--- config.mk ---
export PLATFORM = sky130hd
export DESIGN_NAME = seg_mux_drv
export DESIGN_NICKNAME = d
export VERILOG_FILES = /design/src/rtl/seg_scan_pkg.sv /design/src/rtl/seg_tick_gen.sv /design/src/rtl/seg_scan_seq.sv /design/src/rtl/seg_pat_sel.sv /design/src/rtl/seg_drive_out.sv /design/src/rtl/seg_mux_drv.sv
export SDC_FILE = /design/constraint.sdc
export NUM_CORES = 1
export LEC_CHECK = 0
export ABC_AREA = 1
export CAP_MARGIN = 15
export CORE_MARGIN = 2
export CORE_UTILIZATION = 43
export CTS_CLUSTER_SIZE = 8
export DETAILED_ROUTE_END_ITERATION = 8
export HOLD_SLACK_MARGIN = 0.05
export PLACE_DENSITY = 0.75
export SLEW_MARGIN = 10
export SYNTH_ARGS = -nofsm -noshare
export SYNTH_HDL_FRONTEND = slang
export SYNTH_SLANG_ARGS = --single-unit
export TNS_END_PERCENT = 100
--- constraint.sdc ---
create_clock -name clk_i -period 1.7 [get_ports clk_i]
set_input_delay 0.34 -clock clk_i [delete_from_list [all_inputs] [get_ports clk_i]]
set_output_delay 0.34 -clock clk_i [all_outputs]
set_load 0.02 [all_outputs]
--- src/rtl/seg_scan_pkg.sv ---
`timescale 1ns/1ps
package seg_scan_pkg;
  typedef enum logic {
    PH_DARK = 1'b0,
    PH_LIT  = 1'b1
  } scan_phase_e;
endpackage

--- src/rtl/seg_tick_gen.sv ---
`timescale 1ns/1ps
module seg_tick_gen #(
  parameter int unsigned TICK_DIV = 100000
) (
  input  logic clk_i,
  input  logic rst_ni,
  output logic tick_o
);
  localparam int unsigned CNT_W = (TICK_DIV > 1) ? $clog2(TICK_DIV) : 1;
  localparam logic [CNT_W-1:0] CNT_LAST = CNT_W'(TICK_DIV - 1);

  logic [CNT_W-1:0] cnt_q;

  always_ff @(posedge clk_i or negedge rst_ni) begin
    if (!rst_ni) begin
      cnt_q <= '0;
    end else if (cnt_q == CNT_LAST) begin
      cnt_q <= '0;
    end else begin
      cnt_q <= cnt_q + 1'b1;
    end
  end

  assign tick_o = (cnt_q == CNT_LAST);

  if (TICK_DIV > 1) begin : g_spaced
    AST_TICK_SPACED: assert property (@(posedge clk_i) disable iff (!rst_ni)
      tick_o |=> !tick_o);
  end
endmodule

--- src/rtl/seg_scan_seq.sv ---
`timescale 1ns/1ps
module seg_scan_seq
  import seg_scan_pkg::*;
#(
  parameter int unsigned NUM_DIG = 8,
  parameter int unsigned IDX_W   = $clog2(NUM_DIG)
) (
  input  logic             clk_i,
  input  logic             rst_ni,
  input  logic             tick_i,
  output scan_phase_e      phase_o,
  output logic [IDX_W-1:0] idx_o,
  output logic             load_o
);
  localparam logic [IDX_W-1:0] IDX_LAST = IDX_W'(NUM_DIG - 1);

  scan_phase_e      phase_q;
  logic [IDX_W-1:0] idx_q;
  logic             load_q;
  logic [IDX_W-1:0] idx_nxt;

  assign idx_nxt = (idx_q == IDX_LAST) ? '0 : idx_q + 1'b1;

  // load_q marks the first cycle of each dark phase
  always_ff @(posedge clk_i or negedge rst_ni) begin
    if (!rst_ni) begin
      phase_q <= PH_DARK;
      idx_q   <= '0;
      load_q  <= 1'b1;
    end else begin
      load_q <= 1'b0;
      if (tick_i) begin
        if (phase_q == PH_DARK) begin
          phase_q <= PH_LIT;
        end else begin
          phase_q <= PH_DARK;
          idx_q   <= idx_nxt;
          load_q  <= 1'b1;
        end
      end
    end
  end

  assign phase_o = phase_q;
  assign idx_o   = idx_q;
  assign load_o  = load_q;

  AST_IDX_ON_DARK_ENTRY: assert property (@(posedge clk_i) disable iff (!rst_ni)
    !$stable(idx_q) |-> (phase_q == PH_DARK && $past(phase_q) == PH_LIT));
  AST_LOAD_IN_DARK: assert property (@(posedge clk_i) disable iff (!rst_ni)
    load_q |-> phase_q == PH_DARK);
endmodule

--- src/rtl/seg_pat_sel.sv ---
`timescale 1ns/1ps
module seg_pat_sel #(
  parameter int unsigned NUM_DIG = 8,
  parameter int unsigned PAT_W   = 8,
  parameter int unsigned IDX_W   = $clog2(NUM_DIG)
) (
  input  logic [NUM_DIG*PAT_W-1:0] word_i,
  input  logic [IDX_W-1:0]         idx_i,
  output logic [PAT_W-1:0]         pat_o
);
  logic [PAT_W-1:0] slot [NUM_DIG];

  // digit 0 sits in the most significant byte
  for (genvar g = 0; g < NUM_DIG; g++) begin : g_slot
    assign slot[g] = word_i[(NUM_DIG-1-g)*PAT_W +: PAT_W];
  end

  assign pat_o = slot[idx_i];
endmodule

--- src/rtl/seg_drive_out.sv ---
`timescale 1ns/1ps
module seg_drive_out
  import seg_scan_pkg::*;
#(
  parameter int unsigned NUM_DIG = 8,
  parameter int unsigned PAT_W   = 8,
  parameter int unsigned IDX_W   = $clog2(NUM_DIG)
) (
  input  logic               clk_i,
  input  logic               rst_ni,
  input  logic               tick_i,
  input  scan_phase_e        phase_i,
  input  logic [IDX_W-1:0]   idx_i,
  input  logic               load_i,
  input  logic [PAT_W-1:0]   pat_i,
  output logic [PAT_W-1:0]   cathode_o,
  output logic [NUM_DIG-1:0] anode_o
);
  localparam logic [NUM_DIG-1:0] AN_ONE = NUM_DIG'(1);
  localparam logic [NUM_DIG-1:0] AN_OFF = '1;

  logic [PAT_W-1:0]   cath_q;
  logic [NUM_DIG-1:0] an_q;

  // anodes registered with the phase so they switch on the same edge
  always_ff @(posedge clk_i or negedge rst_ni) begin
    if (!rst_ni) begin
      cath_q <= '1;
      an_q   <= AN_OFF;
    end else begin
      if (load_i) cath_q <= pat_i;
      if (tick_i) an_q <= (phase_i == PH_DARK) ? ~(AN_ONE << idx_i) : AN_OFF;
    end
  end

  assign cathode_o = cath_q;
  assign anode_o   = an_q;

  AST_ONE_ANODE: assert property (@(posedge clk_i) disable iff (!rst_ni)
    $countones(~an_q) <= 1);
  AST_ANODE_IDX: assert property (@(posedge clk_i) disable iff (!rst_ni)
    (an_q != AN_OFF) |-> (an_q[idx_i] == 1'b0));
  AST_ANODE_LIT_PHASE: assert property (@(posedge clk_i) disable iff (!rst_ni)
    (an_q != AN_OFF) |-> (phase_i == PH_LIT));
  AST_CATH_DARK_EDGE: assert property (@(posedge clk_i) disable iff (!rst_ni)
    !$stable(cath_q) |-> (an_q == AN_OFF && $past(an_q) == AN_OFF));
  AST_CATH_HOLD_LIT: assert property (@(posedge clk_i) disable iff (!rst_ni)
    (an_q != AN_OFF && $past(an_q) != AN_OFF) |-> $stable(cath_q));
endmodule

--- src/rtl/seg_mux_drv.sv ---
`timescale 1ns/1ps
module seg_mux_drv
  import seg_scan_pkg::*;
#(
  parameter int unsigned NUM_DIG  = 8,
  parameter int unsigned PAT_W    = 8,
  parameter int unsigned TICK_DIV = 100000
) (
  input  logic                     clk_i,
  input  logic                     rst_ni,
  input  logic [NUM_DIG*PAT_W-1:0] seg_word_i,
  output logic [PAT_W-1:0]         cathode_o,
  output logic [NUM_DIG-1:0]       anode_o
);
  localparam int unsigned IDX_W = $clog2(NUM_DIG);

  logic             tick;
  scan_phase_e      phase;
  logic [IDX_W-1:0] idx;
  logic             load;
  logic [PAT_W-1:0] pat;

  seg_tick_gen #(.TICK_DIV(TICK_DIV)) u_tick (
    .clk_i (clk_i),
    .rst_ni(rst_ni),
    .tick_o(tick)
  );

  seg_scan_seq #(.NUM_DIG(NUM_DIG), .IDX_W(IDX_W)) u_seq (
    .clk_i  (clk_i),
    .rst_ni (rst_ni),
    .tick_i (tick),
    .phase_o(phase),
    .idx_o  (idx),
    .load_o (load)
  );

  seg_pat_sel #(.NUM_DIG(NUM_DIG), .PAT_W(PAT_W), .IDX_W(IDX_W)) u_sel (
    .word_i(seg_word_i),
    .idx_i (idx),
    .pat_o (pat)
  );

  seg_drive_out #(.NUM_DIG(NUM_DIG), .PAT_W(PAT_W), .IDX_W(IDX_W)) u_out (
    .clk_i    (clk_i),
    .rst_ni   (rst_ni),
    .tick_i   (tick),
    .phase_i  (phase),
    .idx_i    (idx),
    .load_i   (load),
    .pat_i    (pat),
    .cathode_o(cathode_o),
    .anode_o  (anode_o)
  );
endmodule

# Word-level counts from Yosys, hierarchy flattened
# Index checks and enable logic that the tools add are counted.
[word_totals] regBits=38 out_inout_bits=16
[op_classes] n_addsub=2 n_lt_le_gt_ge=1 n_eq_ne=2 shift=1 muxes=9 bitwise=2 reduce_logical=1
[ops] cell="binary-select mux 8 bit (select 3 bit)" count=1
[ops] cell="2-to-1 mux 8 bit" count=3
[ops] cell="adder 17 x 1 -> 17 bit (second input constant)" count=1
[ops] cell="== test 17 bit (second input constant)" count=1
[ops] cell="2-to-1 mux 17 bit" count=1
[ops] cell="inverter 8 bit" count=1
[ops] cell="<< shifter 1 x 3 -> 8 bit (first input constant)" count=1
[ops] cell=">= comparator 4 bit (second input constant)" count=1
[ops] cell="inverter 3 -> 4 bit" count=1
[ops] cell="adder 3 x 1 -> 3 bit (second input constant)" count=1
[ops] cell="== test 3 bit (second input constant)" count=1
[ops] cell="2-to-1 mux 1 bit" count=3
[ops] cell="2-to-1 mux 3 bit" count=1
[ops] cell="AND reduction 2 bit" count=1

# Longest topological paths before layout
[depth] ltp_word=4 ltp_mapped=9 ltp_nobuf=9

# Hierarchy
# A second synthesis with hierarchy kept.
[unflattened] cells_unflattened=459 area_unflattened_um2=2834.0
[modules_own_cells] module="seg_tick_gen" instances=1 cells_per_inst=138 area_each_um2=978.4 seq_area_each_um2=425.4
[modules_own_cells] module="seg_pat_sel" instances=1 cells_per_inst=214 area_each_um2=933.4 seq_area_each_um2=0.0
[modules_own_cells] module="seg_drive_out" instances=1 cells_per_inst=84 area_each_um2=708.2 seq_area_each_um2=420.4
[modules_own_cells] module="seg_scan_seq" instances=1 cells_per_inst=23 area_each_um2=214.0 seq_area_each_um2=126.4

# Worst setup path before layout
# OpenSTA, ideal clock, no wires.
[synth_timing] path_kind="reg-to-reg" startpoint="register u_tick.cnt_q[0]" endpoint="register u_tick.cnt_q[7]" setup_ps=120 arrival_ps=1277 required_time_ps=1580 setup_slack_ps=302 path_stages_with_launch=9 path_cell_list="dfrtp_1 ha_1 nand2_2 nor2_8 inv_2 nor2_8 nand3_4 inv_6 nor2_2"
[synth_via] elab_chain_len=2 elab_cells_between_ends=3
[synth_rtl] item="start: declaration" line="seg_tick_gen.sv:12" source="logic [CNT_W-1:0] cnt_q;"
[synth_rtl] item="start signal: assignment" line="seg_tick_gen.sv:20" source="cnt_q <= cnt_q + 1'b1;"
[synth_rtl] item="adder 17 x 1 -> 17 bit or == test 17 bit (tied branches)" line="seg_tick_gen.sv:20, seg_tick_gen.sv:17"
[synth_rtl] item="2-to-1 mux 17 bit (*)" line="seg_tick_gen.sv:17" source="end else if (cnt_q == CNT_LAST) begin"
# Every way passes the cells marked *; elsewhere a longest branch is shown, timed or not.
# A chain may end at the register's enable or synchronous reset.

# Worst setup path after layout
[layout_timing] startpoint="register u_tick.cnt_q[0]" endpoint="register u_tick.cnt_q[1]"
# The elaborated chain is that of the path after synthesis.

==> metrics <==
final setup fails=0; Post-Syn Nets=452; DR WL/cell=13.4 um; multiplexer area fraction after synthesis=0%; area of the multi-input gates=1410 um^2; Cell Pwr Density=544 nW/um^2; r2r worst-path depth=8; Cell variety after synth=26; global route overflow=0; HP Class=input pin to asynchronous set/reset pin; FF+latch area=972 um^2; final worst-path cycle share=90.5%; dpl ws=0.179 ns; total leakage power=1.74 nW; TritonCTS clock tree=built; Sw Pwr=0.000403 W; cell count after synthesis=379; synthesized cell area=2600 um^2; drt drc=0; Clk pwr share=44.0%; post-synthesis xor/xnor area fraction=2.69%; Die ar.=6690 um^2; Reg power frac=45.5%; sequential fraction of the synthesis area=37.4%; Reg clk slew, reported paths=0.08 ns; total negative setup slack=0 ns; starting density of the core=44.2%; largest net degree at the start of global routing=39; ANT nets after route=0; worst r2r src=u_tick.cnt_q[0]; total CTS buffers=5; gr usage total=23.1%; Hold Fails Final Rpt=0; die width=81.8 um; unrepaired setup endpoints after global routing=false; routed wire length=7190 um; Final Wtd Congestion=0.859; Switching Share=20.3%; fillcell total=531; Core ar.=5890 um^2; Post-CTS Setup Inserts=0; commonest non-fill, non-tap cell in the layout=nand2_1; Final nets=534; critical setup path kind=flop to flop; Worst-Skew Late Latency=0.30 ns; worst path required time=1.90 ns; R2R setup slack=0.16 ns; total power draw=0.00199 W; via/cell ratio=4.97; Post-CTS Resized=16; initial antenna violation count=0; Top-Level Pins=82; Arr. time, crit path=1.74 ns; Crit Path Max Fanout=10; Util after Layout=62.1%; diode count=0; final setup margin=0.161 ns; total number of vias=2,667; count of final max-slew check failures=0; worst slew pin tran=0.365 ns; die height=81.8 um; Compound-Gate Fraction of Synth Area=6.25%; Synth Area in Adders=3.37%; maximum root-to-sink buffer count=2; fin area=3660 um^2; fmax=650 MHz; Int Pwr=0.00159 W; CP Launch Type=flop; Max IR drop VDD=598 uV; max cap viols=0; Iter 0 DRT Violations=158; fraction of layout cells with a size suffix above 1=11.7%; synthesis-stage register bit count=38; main combinational cell family by area after synthesis=simple AND/OR/NAND/NOR gates; vias in the first global route=2,575; Layout area overhead=40.5%; CTS Hold Bufs=0; Syn. warnings=0; Rel. slew slack=75.6%; drt first pass iters=4; Mapped Avg Cell Area=6.87 um^2; IO buf count=81; Logic pwr share=10.4%; Area after DPL=3540 um^2; root buf cell=clkbuf_8; # rows=28; critical path capture point type=flop; most frequent cells in the layout=nand2_1 (116), clkdlybuf4s50_1 (65), nor2_1 (58); capture instance of the worst register-to-register path=u_tick.cnt_q[1]; clk_skew=0.00677 ns; hpwl dp=5430 um; Simple-Gate Fraction of Synth Area=41.9%; first-pass GRT wire length=11,900 um; htree depth=2; minimum clock period=1.54 ns; Sink Count=38; status=finished clean
how the worst max path moves through the flow:
| stage | from | endpoint | slack (ns) | depth (start not counted) |
|---|---|---|---|---|
| after floorplan | u_tick.cnt_q[0] | u_tick.cnt_q[7] | 0.30 | 8 |
| after detailed placement | u_tick.cnt_q[0] | u_tick.cnt_q[3] | 0.18 | 8 |
| final | u_tick.cnt_q[0] | u_tick.cnt_q[1] | 0.16 | 8 |
| after CTS | u_tick.cnt_q[0] | u_tick.cnt_q[1] | 0.16 | 8 |
| after global placement | u_tick.cnt_q[0] | u_tick.cnt_q[5] | 0.22 | 8 |
| after global routing | u_tick.cnt_q[0] | u_tick.cnt_q[15] | 0.03 | 8 |
metal layers:
metal	vias to the layer above	routed length, um	track usage [%]	share of wire, %
met4	0	194	8.17	2.7
met5	-	0	0	0
met3	21	293	3.63	4.1
met2	67	3720	42.1	52
li1	1365	-	-	-
met1	1214	2980	27.2	41
cells in the mapped netlist:
cell type | instances | area [um^2]
clkbuf_1 | 4 | 15.0
nand4_1 | 16 | 100
inv_2 | 3 | 11.3
nor2_8 | 2 | 40.0
inv_6 | 1 | 8.76
nand3_1 | 35 | 175
nor3_1 | 1 | 5.00
xor2_1 | 7 | 61.3
buf_1 | 3 | 11.3
o21bai_1 | 1 | 7.51
o211ai_1 | 8 | 60.1
xnor2_1 | 1 | 8.76
nand2_2 | 3 | 18.8
dfrtp_1 | 21 | 526
buf_2 | 7 | 35.0
nor2_1 | 58 | 218
o21ai_0 | 19 | 95.1
nand3_4 | 1 | 17.5
nor2_2 | 9 | 56.3
nand4_2 | 1 | 12.5
ha_1 | 7 | 87.6
nor2_4 | 1 | 11.3
inv_1 | 36 | 135
dfstp_2 | 17 | 447
nand2_1 | 116 | 435
clkinv_1 | 1 | 3.75
sequential cells by signal (all words and copies together) (netlist names):
register	flops
u_tick.cnt_q	17
u_out.cathode_o	8
u_out.anode_o	8
u_seq.load_o	1
u_seq.phase_o	1
u_seq.idx_o	3
kinds of logic (layout without fill, tap and decap cells):
logic type	count (synthesis)	count (layout)
AO/OA/AOI/OAI	28	28
XOR/XNOR	8	8
adder cells (fa/ha/maj)	7	7
buffers and inverters	55	138
flip-flops	38	38
AND/OR/NAND/NOR	243	243
power by group through the flow:
stage	clock network, W	registers (W)	logic, W
2_1_floorplan	0	0.000922	0.0000336
3_3_place_gp	0	0.000921	0.000206
3_5_place_dp	0	0.000921	0.000209
4_1_cts	0.000882	0.000905	0.000210
5_1_grt	0.000917	0.000905	0.000229
6_report	0.000875	0.000905	0.000207
critical path, cell delays in order (launching register included):
cell,delay (ns)
dfrtp_1,0.39
ha_1,0.20
nand2_2,0.11
nor2_8,0.12
inv_2,0.08
nor2_8,0.18
nand3_4,0.17
inv_6,0.14
nor2_2,0.04
per-stage QoR:
| stage | std cells | hold WS (ns) |
|---|---|---|
| final | 537 | 0.419 |
| after global routing | 537 | 0.433 |
| after CTS | 537 | 0.424 |
| after detailed placement | 529 | 0.456 |
| after global placement | 529 | 0.454 |
| after floorplan | 379 | 0.0444 |
layout make-up:
cell class              count  area share [%]
well taps                  75            2.57
multi-input cells         286            38.6
clock buffers               6            2.57
flip-flops and latches     38            26.6
clock inverters             2            1.06
repair buffers             89            24.3
inverters                  41            4.35
No activity file was read; power rests on OpenSTA's default activity.
